--- config.mk ---
export PLATFORM = sky130hd
export DESIGN_NAME = olmc_array
export DESIGN_NICKNAME = d
export VERILOG_FILES = /design/src/rtl/olmc_pkg.sv /design/src/rtl/olmc_flops.sv /design/src/rtl/olmc_lane.sv /design/src/rtl/olmc_array.sv
export SDC_FILE = /design/constraint.sdc
export NUM_CORES = 1
export LEC_CHECK = 0
export BUFFER_PORTS_ARGS = -buffer_cell sky130_fd_sc_hd__buf_2
export CELL_PAD_IN_SITES_DETAIL_PLACEMENT = 1
export CELL_PAD_IN_SITES_GLOBAL_PLACEMENT = 2
export CORE_MARGIN = 3
export CORE_UTILIZATION = 16
export CTS_BUF_LIST = sky130_fd_sc_hd__clkbuf_8
export DETAILED_ROUTE_END_ITERATION = 16
export GPL_ROUTABILITY_DRIVEN = 0
export PLACE_DENSITY = 0.69
export SYNTH_ARGS = -nofsm -noshare
export SYNTH_HDL_FRONTEND = slang
export SYNTH_HIERARCHICAL = 1
export SYNTH_SLANG_ARGS = --single-unit
--- constraint.sdc ---
create_clock -name clk -period 0.8 [get_ports clk]
set_input_delay 0.08 -clock clk [delete_from_list [all_inputs] [get_ports clk]]
set_output_delay 0.08 -clock clk [all_outputs]
set_load 0.1 [all_outputs]
--- src/rtl/olmc_pkg.sv ---
package olmc_pkg;

  // Pad value from the selected source and the lane polarity bit.
  function automatic logic pol_apply(input logic src, input logic invert);
    return src ^ invert;
  endfunction

  // Feedback source: complemented flop in registered mode, pin otherwise.
  function automatic logic fb_select(input logic registered, input logic flop_q,
                                     input logic enabled, input logic driven,
                                     input logic pin_level);
    logic pin_side;
    pin_side = enabled ? driven : pin_level;
    return registered ? ~flop_q : pin_side;
  endfunction

endpackage

--- src/rtl/olmc_flops.sv ---
module olmc_flops #(
  parameter int LANES = 4
) (
  input  logic             clk,
  input  logic             rst_n,
  input  logic             clr_term,
  input  logic             set_term,
  input  logic [LANES-1:0] d,
  output logic [LANES-1:0] q
);

  logic clear_now;
  assign clear_now = clr_term | ~rst_n;

  // Clear is asynchronous and dominant; preset waits for the edge.
  always_ff @(posedge clk or posedge clear_now) begin
    if (clear_now)     q <= '0;
    else if (set_term) q <= '1;
    else               q <= d;
  end

endmodule

--- src/rtl/olmc_lane.sv ---
module olmc_lane
  import olmc_pkg::*;
(
  input  logic sum_bit,
  input  logic oe_bit,
  input  logic registered,
  input  logic invert,
  input  logic flop_q,
  input  logic pin_level,
  output logic drv,
  output logic drv_en,
  output logic fb
);

  logic src;

  assign src    = registered ? flop_q : sum_bit;
  assign drv    = pol_apply(src, invert);
  assign drv_en = oe_bit;
  assign fb     = fb_select(registered, flop_q, oe_bit, drv, pin_level);

endmodule

--- src/rtl/olmc_array.sv ---
module olmc_array #(
  parameter int LANES = 4
) (
  input  logic             clk,
  input  logic             rst_n,
  input  logic             clr_term,
  input  logic             set_term,
  input  logic [LANES-1:0] sum_term,
  input  logic [LANES-1:0] oe_term,
  input  logic [LANES-1:0] cfg_registered,
  input  logic [LANES-1:0] cfg_invert,
  input  logic [LANES-1:0] pad_in,
  output logic [LANES-1:0] pad_out,
  output logic [LANES-1:0] pad_oe,
  output logic [LANES-1:0] fb_out
);

  // Named flop state, brought out for the checker.
  logic [LANES-1:0] flop_state;

  olmc_flops #(.LANES(LANES)) u_flops (
    .clk      (clk),
    .rst_n    (rst_n),
    .clr_term (clr_term),
    .set_term (set_term),
    .d        (sum_term),
    .q        (flop_state)
  );

  for (genvar i = 0; i < LANES; i++) begin : g_lane
    olmc_lane u_lane (
      .sum_bit    (sum_term[i]),
      .oe_bit     (oe_term[i]),
      .registered (cfg_registered[i]),
      .invert     (cfg_invert[i]),
      .flop_q     (flop_state[i]),
      .pin_level  (pad_in[i]),
      .drv        (pad_out[i]),
      .drv_en     (pad_oe[i]),
      .fb         (fb_out[i])
    );
  end

endmodule

==> results of run 1 <==
[placed cells by master (no fill, tap or decap), drive strengths merged]
cell type | netlist | layout
mux2i | 4 | 4
clkbuf | 0 | 3
o211ai | 4 | 4
dlygate4sd3 | 0 | 2
or2b | 4 | 4
buf | 4 | 41
dfrtp | 4 | 4
nand2b | 4 | 4
or3b | 4 | 4
or2 | 4 | 4
xnor2 | 8 | 8
nor2b | 1 | 1
[worst paths after layout]
check	end	cells after the start
setup / recovery	fb_out[2]	3
hold / removal	u_flops/q[3]	2
max in group asynchronous	u_flops/q[2]	3
min in group asynchronous	u_flops/q[1]	3
[metal layers]
| layer | vias up | global-route usage (%) | wire [um] |
|---|---|---|---|
| met2 | 19 | 17.4 | 767 |
| met5 | - | 0 | 0 |
| met4 | 0 | 4.17 | 20 |
| li1 | 219 | - | - |
| met1 | 208 | 9.34 | 476 |
| met3 | 2 | 2.57 | 84 |
[worst max-delay path, delay by kind of cell, from the launching register on]
kind / cells / cell delay (ns)
DFF: 1 / 0.39
and+or+nand+nor: 1 / 0.24
buffers and inverters: 1 / 0.21
AOI/OAI and AO/OA: 1 / 0.13
[power groups by stage]
stage / Sequential (mW) / Combinational (mW) / Clock (mW)
2_1_floorplan: 0.221 / 0.597 / 0
3_3_place_gp: 0.222 / 0.966 / 0
3_5_place_dp: 0.222 / 0.980 / 0
4_1_cts: 0.224 / 1.01 / 0.435
5_1_grt: 0.225 / 1.03 / 0.455
6_report: 0.223 / 0.997 / 0.420
[synthesized netlist by cell type]
master,count
buf_4,4
dfrtp_1,4
mux2i_1,4
nand2b_1,4
nor2b_1,1
o211ai_1,4
or2_1,4
or2b_1,4
or3b_1,4
xnor2_1,8
[per-stage QoR]
stage                     total power, mW  utilization [%]  setup TNS, ns  instance area, um^2  setup slack (ns)
after floorplan                     0.818                -          -5.40                  467            -0.947
after global placement               1.19             38.3          -1.96                  872            -0.283
after detailed placement             1.20             38.3          -2.07                  872            -0.322
after CTS                            1.67             42.3          -3.72                  963            -0.491
after global routing                 1.71             42.4          -3.98                  966            -0.536
final                                1.64             42.4          -3.60                  966            -0.475
[cell families (layout without fill, tap and decap cells)]
logic type                count (synthesis)  count (layout)  synth area share [%]
AOI/OAI and AO/OA                         4               4                  7.67
xor gates and xnor gates                  8               8                  17.9
buffers and inverters                     4              46                  7.67
DFF                                       4               4                  25.6
muxes                                     4               4                  10.2
and+or+nand+nor                          17              17                  31.0
[area by class of cell]
type	instances	area (um^2)
Fill cell	256	1310
Timing Repair Buffer	43	420
Multi-Input combinational cell	33	369
Sequential cell	4	100
Clock buffer	3	41.3
Tap cell	28	35.0
[timing repair]
item                                    CTS  global route
endpoints found under the setup margin    8            12
pin swaps                                 3             0
endpoints found under the hold margin     4             0
resized for setup                         4             1
hold buffers                              2             0
==> flow_metrics.env, run 1 <==
export IMPL_cts_setup_buffers=0
export IMPL_arrival_ns=1.19
export IMPL_p_leak_nw=0.416
export IMPL_cp_start_kind="register"
export IMPL_synth_largest_area_cell="dfrtp_1"
export IMPL_antenna_found_initial=0
export IMPL_grt_pass1_vias=525
export IMPL_regMostFlops="u_flops/q"
export IMPL_reg_top3="u_flops/q: 4 flops"
export IMPL_drt_first_pass_iters=4
export IMPL_crit_type="reg -> out"
export IMPL_start_util_pct=17.2
export IMPL_cts_root_buffer="clkbuf_8"
export IMPL_overflow=0
export IMPL_routed_via_density=4.04
export IMPL_layout_min_cycle_time_ns=1.27
export IMPL_drt_iter0_drc=1
export IMPL_swShare_pct=42.9
export IMPL_p_clk_share_pct=25.6
export IMPL_yosysWarnings=6
export IMPL_drc_errors=0
export IMPL_pwr_density_cell_nw_per_um2=1700
export IMPL_combinationalPowerShare_pct=60.8
export IMPL_setup_viol=8
export IMPL_drive_gt1_share_pct=63.9
export IMPL_vdd_drop_max_uv=667
export IMPL_syn2layout_area_growth_pct=147
export IMPL_rsz0062_at_grt="true"
export IMPL_synthTopCellsByArea="dfrtp_1 26%, xnor2_1 18%, mux2i_1 10%"
export IMPL_hold_viol_final=0
export IMPL_synth_area_per_cell_um2=9.55
export IMPL_path_cells="or2b_1 -> o211ai_1 -> buf_12"
export IMPL_cts_max_level=1
export IMPL_wl_per_cell_um=12.1
export IMPL_holdWs_ns=0.0979
export IMPL_synth_cell_type_count=10
export IMPL_instances_no_fill=111
export IMPL_clock_sinks=4
export IMPL_core_region_area_um2=2280
export IMPL_cts_buffers=3
export IMPL_synthCells=41
export IMPL_dp_cells=106
export IMPL_largest_reg_flops=4
export IMPL_antennaDiodeCount=0
export IMPL_worst_pin_slew_ns=0.281
export IMPL_dp_hpwl_mm=1.16
export IMPL_synth_seq_cells=4
export IMPL_slew_headroom_pct=81.2
export IMPL_ys_seq_area_share_pct=25.6
export IMPL_maxSlewViolCount=0
export IMPL_io_pins=36
export IMPL_switching_power_uw=704
export IMPL_finalWorstSetupSlack_ns=-0.475
export IMPL_synth_area_um2=392
export IMPL_grt_pass1_wl_mm=2.27
export IMPL_cp_end_kind="output port"
export IMPL_netlist_area_leader_share_pct=25.6
export IMPL_worstHoldStart="set_term"
export IMPL_min_delay_path_class="in -> reg"
export IMPL_cts_buffer_depth=2
export IMPL_syn_num_nets=65
export IMPL_tritoncts="done"
export IMPL_grt_max_degree=5
export IMPL_wirelength_mm=1.35
export IMPL_seq_power_share_pct=13.6
export IMPL_fmax_mhz=784
export IMPL_ant_nets=0
export IMPL_dieWidth_um=55.5
export IMPL_slowest_stage="dfrtp_1"
export IMPL_dieArea_um2=3080
export IMPL_status="finished, violations left"
export IMPL_period_share_pct=159
export IMPL_grt_total_usage_pct=9.27
export IMPL_drv_cap=0
export IMPL_crit_path_start="u_flops/q[2]"
export IMPL_p_int_uw=937
export IMPL_required_ns=0.72
export IMPL_dieHeight_um=55.5
export IMPL_final_nets=109
export IMPL_row_count=17
export IMPL_clkTransAtPathRegs_ns=0.03
export IMPL_worstPathMaxFanout=2
export IMPL_vias=448
export IMPL_violations="setup timing"
export IMPL_cpPeakStageDelay_ns=0.39
export IMPL_io_buffers=35
Note: power is estimated with default switching activity, not from simulation.
==> run 2, diff against run 1 <==
CORE_UTILIZATION = 17   (was 16)
CTS_BUF_LIST = sky130_fd_sc_hd__clkbuf_16   (was sky130_fd_sc_hd__clkbuf_8)
PLACE_DENSITY = 0.68   (was 0.69)
SKIP_LAST_GASP = 1   (was unset)
SYNTH_HIERARCHICAL = unset   (was 1)
==> run 2 against run 1 <==
  * Clock-buffer cell count unchanged
  * The flow still finishes with violations (setup timing)
  * Highest routed layer unchanged
  * Cell count is 5.4% higher
  * Routed wire length shrank 14%
  * Largest power group unchanged
  * Critical path depth unchanged
  * Core utilization down 5.5 points
  * Critical endpoint unchanged
  * Clock power increased by 85%
  * Via count rose by 2.9%
==> flow_metrics.env, run 2 <==
export IMPL_status="finished, violations left"
export IMPL_violations="setup timing"
export IMPL_drv_cap=0
export IMPL_antenna_found_initial=0
export IMPL_overflow=0
export IMPL_core_region_area_um2=2500
export IMPL_synth_top_cells_by_count="12 x buf_4, 8 x xnor2_1, 5 x nand2b_1"
export IMPL_layout_min_cycle_time_ns=1.27
export IMPL_multi_input_area_um2=260
export IMPL_p_leak_nw=0.428
export IMPL_vias=461
export IMPL_pwr_density_cell_nw_per_um2=2080
export IMPL_worstHoldStart="set_term"
export IMPL_worstPathMaxFanout=2
export IMPL_ant_nets=0
export IMPL_instances_no_fill=117
export IMPL_reg_top3="u_flops.q: 4 flops"
export IMPL_ff_latch_area_um2=100
export IMPL_cts_buffers=3
export IMPL_arrival_ns=1.19
export IMPL_cp_top_family="flip-flops"
export IMPL_dp_cells=112
export IMPL_holdPathEnd="u_flops.q[2]"
export IMPL_clock_sinks=4
export IMPL_largest_reg_flops=4
export IMPL_finalWorstSetupSlack_ns=-0.468
export IMPL_antennaDiodeCount=0
export IMPL_dieArea_um2=3300
export IMPL_ys_seq_area_share_pct=22.2
export IMPL_wirelength_mm=1.17
export IMPL_start_util_pct=18.0
export IMPL_cts_root_buffer="clkbuf_16"
export IMPL_cp_start_kind="register"
export IMPL_path_buf_inv=1
export IMPL_period_share_pct=158
export IMPL_yosysWarnings=0
export IMPL_routed_via_density=3.94
export IMPL_grt_total_usage_pct=8.06
export IMPL_regMostFlops="u_flops.q"
export IMPL_row_count=18
export IMPL_n_fill_cell=288
export IMPL_cpPeakStageDelay_ns=0.37
export IMPL_rsz0062_at_grt="true"
export IMPL_slew_headroom_pct=76.2
export IMPL_final_nets=113
export IMPL_synth_async_reset_ratio_pct=100
export IMPL_drt_iter0_drc=0
export IMPL_worst_pin_slew_ns=0.356
export IMPL_cts_max_level=1
export IMPL_synth_area_per_cell_um2=9.19
export IMPL_fmax_mhz=789
export IMPL_synth_cell_type_count=10
export IMPL_synth_seq_cells=4
export IMPL_crit_type="reg -> out"
export IMPL_cp_end_kind="output port"
export IMPL_synthTopCellsByArea="dfrtp_1 22%, buf_4 20%, xnor2_1 16%"
export IMPL_hold_viol_final=0
export IMPL_tritoncts="done"
export IMPL_vdd_drop_max_uv=2050
export IMPL_cts_buffer_depth=2
export IMPL_drt_first_pass_iters=1
export IMPL_synth_most_common_cell="buf_4"
export IMPL_synthCells=49
export IMPL_layout_commonest_cell="buf_2"
export IMPL_dieHeight_um=57.5
export IMPL_holdWs_ns=0.0869
export IMPL_io_pins=36
export IMPL_drive_gt1_share_pct=59.8
export IMPL_cts_setup_buffers=0
export IMPL_setup_viol=8
export IMPL_dieWidth_um=57.5
export IMPL_grt_pass1_wl_mm=2.04
export IMPL_slowest_stage="dfrtp_1"
export IMPL_synth_edf_count=0
export IMPL_syn_num_nets=73
export IMPL_synth_area_um2=450
export IMPL_final_cell_mix="23 x buf_2, 12 x buf_12, 10 x buf_4"
export IMPL_syn2layout_area_growth_pct=105
export IMPL_netlist_area_leader_share_pct=22.2
export IMPL_synth_largest_area_cell="dfrtp_1"
export IMPL_dp_hpwl_mm=1.08
export IMPL_min_delay_path_class="in -> reg"
export IMPL_maxSlewViolCount=0
export IMPL_wl_per_cell_um=9.97
export IMPL_grt_pass1_vias=505
export IMPL_drc_errors=0
export IMPL_clkTransAtPathRegs_ns=0.03
export IMPL_path_cells="or2b_1 -> o211ai_1 -> buf_12"
export IMPL_hold_depth=2
export IMPL_grt_max_degree=5
export IMPL_synth_main_ff_cell="dfrtp_1"
export IMPL_io_buffers=35
export IMPL_required_ns=0.72
[run 2: cell count changes after synthesis, sizes merged]
cell / before / now
nand2b: 4 / 5
or2b: 4 / 3
buf: 4 / 12
[run 2: worst max path at each step]
stage / from / to / cells after the start
floorplan: u_flops.q[1] / fb_out[1] / 3
global placement: u_flops.q[3] / fb_out[3] / 3
detailed placement: u_flops.q[2] / fb_out[2] / 3
CTS: u_flops.q[2] / fb_out[2] / 3
global route: u_flops.q[1] / pad_out[1] / 3
finish: u_flops.q[2] / fb_out[2] / 3
[run 2: kinds of logic (layout without fill, tap and decap cells)]
| group | after synthesis | count (layout) | synth area share (%) |
|---|---|---|---|
| muxes | 4 | 4 | 8.89 |
| DFF | 4 | 4 | 22.2 |
| xor gates and xnor gates | 8 | 8 | 15.6 |
| AOI/OAI and AO/OA | 4 | 4 | 6.67 |
| buffers and inverters | 12 | 50 | 20.0 |
| and+or+nand+nor | 17 | 17 | 26.7 |
[run 2: power by group]
| part | leakage, nW | switching [mW] | total, mW | internal [mW] |
|---|---|---|---|---|
| combinational | 0.346 | 0.562 | 0.921 | 0.359 |
| sequential | 0.0451 | 0.00540 | 0.220 | 0.214 |
| clock | 0.0370 | 0.138 | 0.776 | 0.638 |
| total | 0.428 | 0.706 | 1.92 | 1.21 |
[run 2: area by class of cell]
type,count,share of cell area (%)
multi-input cells,33,28.2
clock buffers,3,8.13
well taps,30,4.07
flip-flops and latches,4,10.8
repair buffers,47,48.8
[run 2: metal layers]
layer / vias to the layer above / GRT usage (%) / routed length (um)
li1: 228 / - / -
met1: 209 / 7.91 / 368
met2: 22 / 13.7 / 646
met3: 2 / 4.30 / 136
met4: 0 / 3.97 / 14
met5: - / 0 / 0
[run 2: repair_timing]
| item | 4_1_cts | 5_1_grt |
|---|---|---|
| resized for setup | 0 | 0 |
| hold buffers | 2 | 0 |
| hold endpoints to repair | 4 | 0 |
| setup endpoints to repair | 8 | 8 |
[run 2: metrics by stage]
stage / utilization, % / worst slack (ns) / area, um^2 / power, mW / TNS [ns]
6_report: 36.9 / -0.468 / 923 / 1.92 / -3.50
2_1_floorplan: - / -0.178 / 480 / 0.867 / -1.32
3_5_place_dp: 33.1 / -0.249 / 828 / 1.15 / -1.81
3_3_place_gp: 33.1 / -0.233 / 828 / 1.13 / -1.73
5_1_grt: 36.9 / -0.556 / 923 / 2.00 / -4.02
4_1_cts: 36.9 / -0.489 / 923 / 1.95 / -3.66
==> run 3, diff against run 2 <==
CORE_UTILIZATION = 15   (was 17)
PLACE_DENSITY = 0.65   (was 0.68)
SYNTH_HIERARCHICAL = 1   (was unset)
==> run 3 against run 2 <==
  * The run still ends with setup timing left
  * Clock power grew 0.8%
  * First-iteration DRC count is the same
  * Via count shrank 0.22%
  * Critical endpoint unchanged
  * Highest routed layer is now met3
==> flow_metrics.env, run 3 (synthesis results as in run 1) <==
export IMPL_combinationalPowerShare_pct=49.8
export IMPL_largest_reg_flops=4
export IMPL_overflow=0
export IMPL_crit_type="reg -> out"
export IMPL_instances_no_fill=113
export IMPL_fmax_mhz=782
export IMPL_routed_via_density=4.07
export IMPL_slowest_stage="dfrtp_1"
export IMPL_clock_sinks=4
export IMPL_status="finished, violations left"
export IMPL_arrival_ns=1.20
export IMPL_drv_cap=0
export IMPL_dieArea_um2=3260
export IMPL_row_count=17
export IMPL_antennaDiodeCount=0
export IMPL_final_core_util_pct=43.3
export IMPL_cts_setup_buffers=0
export IMPL_syn2layout_area_growth_pct=158
export IMPL_required_ns=0.72
export IMPL_violations="setup timing"
export IMPL_vdd_drop_max_uv=1370
export IMPL_grt_total_usage_pct=8.41
export IMPL_dpl_cell_area_um2=887
export IMPL_drive_gt1_share_pct=63.5
export IMPL_min_delay_path_class="in -> reg"
export IMPL_core_region_area_um2=2340
export IMPL_slew_headroom_pct=80.7
export IMPL_worstPathMaxFanout=2
export IMPL_io_pins=36
export IMPL_layout_min_cycle_time_ns=1.28
export IMPL_dp_hpwl_mm=1.17
export IMPL_cts_buffer_depth=2
export IMPL_clkTransAtPathRegs_ns=0.03
export IMPL_start_util_pct=16.7
export IMPL_power_mw=2.00
export IMPL_wirelength_mm=1.28
export IMPL_cp_end_kind="output port"
export IMPL_final_cell_mix="23 x buf_2, 12 x buf_12, 8 x buf_4"
export IMPL_antenna_found_initial=0
export IMPL_rsz0062_at_grt="true"
export IMPL_dp_cells=108
export IMPL_drt_iter0_drc=0
export IMPL_seq_power_share_pct=11.1
export IMPL_dieHeight_um=57.1
export IMPL_grt_max_degree=5
export IMPL_reg_top3="u_flops/q: 4 flops"
export IMPL_maxSlewViolCount=0
export IMPL_path_cells="or2b_1 -> o211ai_1 -> buf_12"
export IMPL_fin_tns_setup_ns=-3.64
export IMPL_grt_pass1_vias=486
export IMPL_p_leak_nw=0.440
export IMPL_holdPathEnd="u_flops/q[0]"
export IMPL_cp_start_kind="register"
export IMPL_worst_pin_slew_ns=0.288
export IMPL_period_share_pct=160
export IMPL_tritoncts="done"
export IMPL_hold_depth=2
export IMPL_cpPeakStageDelay_ns=0.39
export IMPL_worstHoldStart="set_term"
export IMPL_switching_power_uw=744
export IMPL_regMostFlops="u_flops/q"
export IMPL_cts_buffers=3
export IMPL_cts_root_buffer="clkbuf_16"
export IMPL_setup_viol=8
export IMPL_final_area_um2=1010
export IMPL_final_nets=111
export IMPL_layout_commonest_cell="buf_2"
export IMPL_p_clk_share_pct=39.0
export IMPL_grt_pass1_wl_mm=2.13
export IMPL_hold_viol_final=0
export IMPL_io_buffers=35
export IMPL_drc_errors=0
export IMPL_wl_per_cell_um=11.3
export IMPL_p_int_mw=1.26
export IMPL_vias=460
export IMPL_swShare_pct=37.1
export IMPL_finalWorstSetupSlack_ns=-0.479
export IMPL_dieWidth_um=57.1
export IMPL_drt_first_pass_iters=1
export IMPL_ant_nets=0
export IMPL_cts_max_level=1
export IMPL_n_fill_cell=272
export IMPL_pwr_density_cell_nw_per_um2=1980
## run 3: repair_timing
| item | in CTS | in global routing |
|---|---|---|
| endpoints found under the hold margin | 4 | 0 |
| pin swaps | 2 | 1 |
| gates resized for setup | 4 | 0 |
| hold buffers | 2 | 0 |
| endpoints found under the setup margin | 8 | 8 |
| cloned | 0 | 0 |
## run 3: layout make-up
class	count	area (um^2)	share of cell area (%)
multi-input combinational	33	367	36.2
clock buffer	3	75.1	7.42
tap	28	35.0	3.46
timing repair buffer	45	435	43.0
sequential	4	100	9.89
## run 3: power groups by stage
stage	clock network (mW)	registers (mW)	logic (mW)
after floorplan	0	0.221	0.597
after global placement	0	0.222	0.975
after detailed placement	0	0.223	0.982
after CTS	0.801	0.224	1.01
after global routing	0.819	0.225	1.04
final	0.782	0.223	0.999
## run 3: through the flow
step / hold slack (ns) / setup slack [ns]
2_1_floorplan: -0.0603 / -0.947
3_3_place_gp: 0.105 / -0.275
3_5_place_dp: 0.107 / -0.330
4_1_cts: 0.113 / -0.492
5_1_grt: 0.139 / -0.536
6_report: 0.108 / -0.479
## run 3: how the worst max path moves through the flow
stage	start	to	slack, ns
2_1_floorplan	cfg_invert[0]	fb_out[0]	-0.95
3_3_place_gp	u_flops/q[3]	pad_out[3]	-0.28
3_5_place_dp	u_flops/q[2]	pad_out[2]	-0.33
4_1_cts	u_flops/q[2]	fb_out[2]	-0.49
5_1_grt	u_flops/q[1]	fb_out[1]	-0.54
6_report	u_flops/q[2]	fb_out[2]	-0.48
## run 3: worst max-delay path: cells and delay by family (launching register included)
| kind | cells | cell delay [ns] |
|---|---|---|
| DFF | 1 | 0.39 |
| and+or+nand+nor | 1 | 0.23 |
| buffers and inverters | 1 | 0.22 |
| AOI/OAI and AO/OA | 1 | 0.14 |
## run 3: routing by layer
metal	global-route usage (%)	routed length [um]	vias up
met5	0	0	-
met4	3.97	0	0
li1	-	-	224
met1	8.73	445	217
met3	1.36	100	0
met2	16.2	735	19
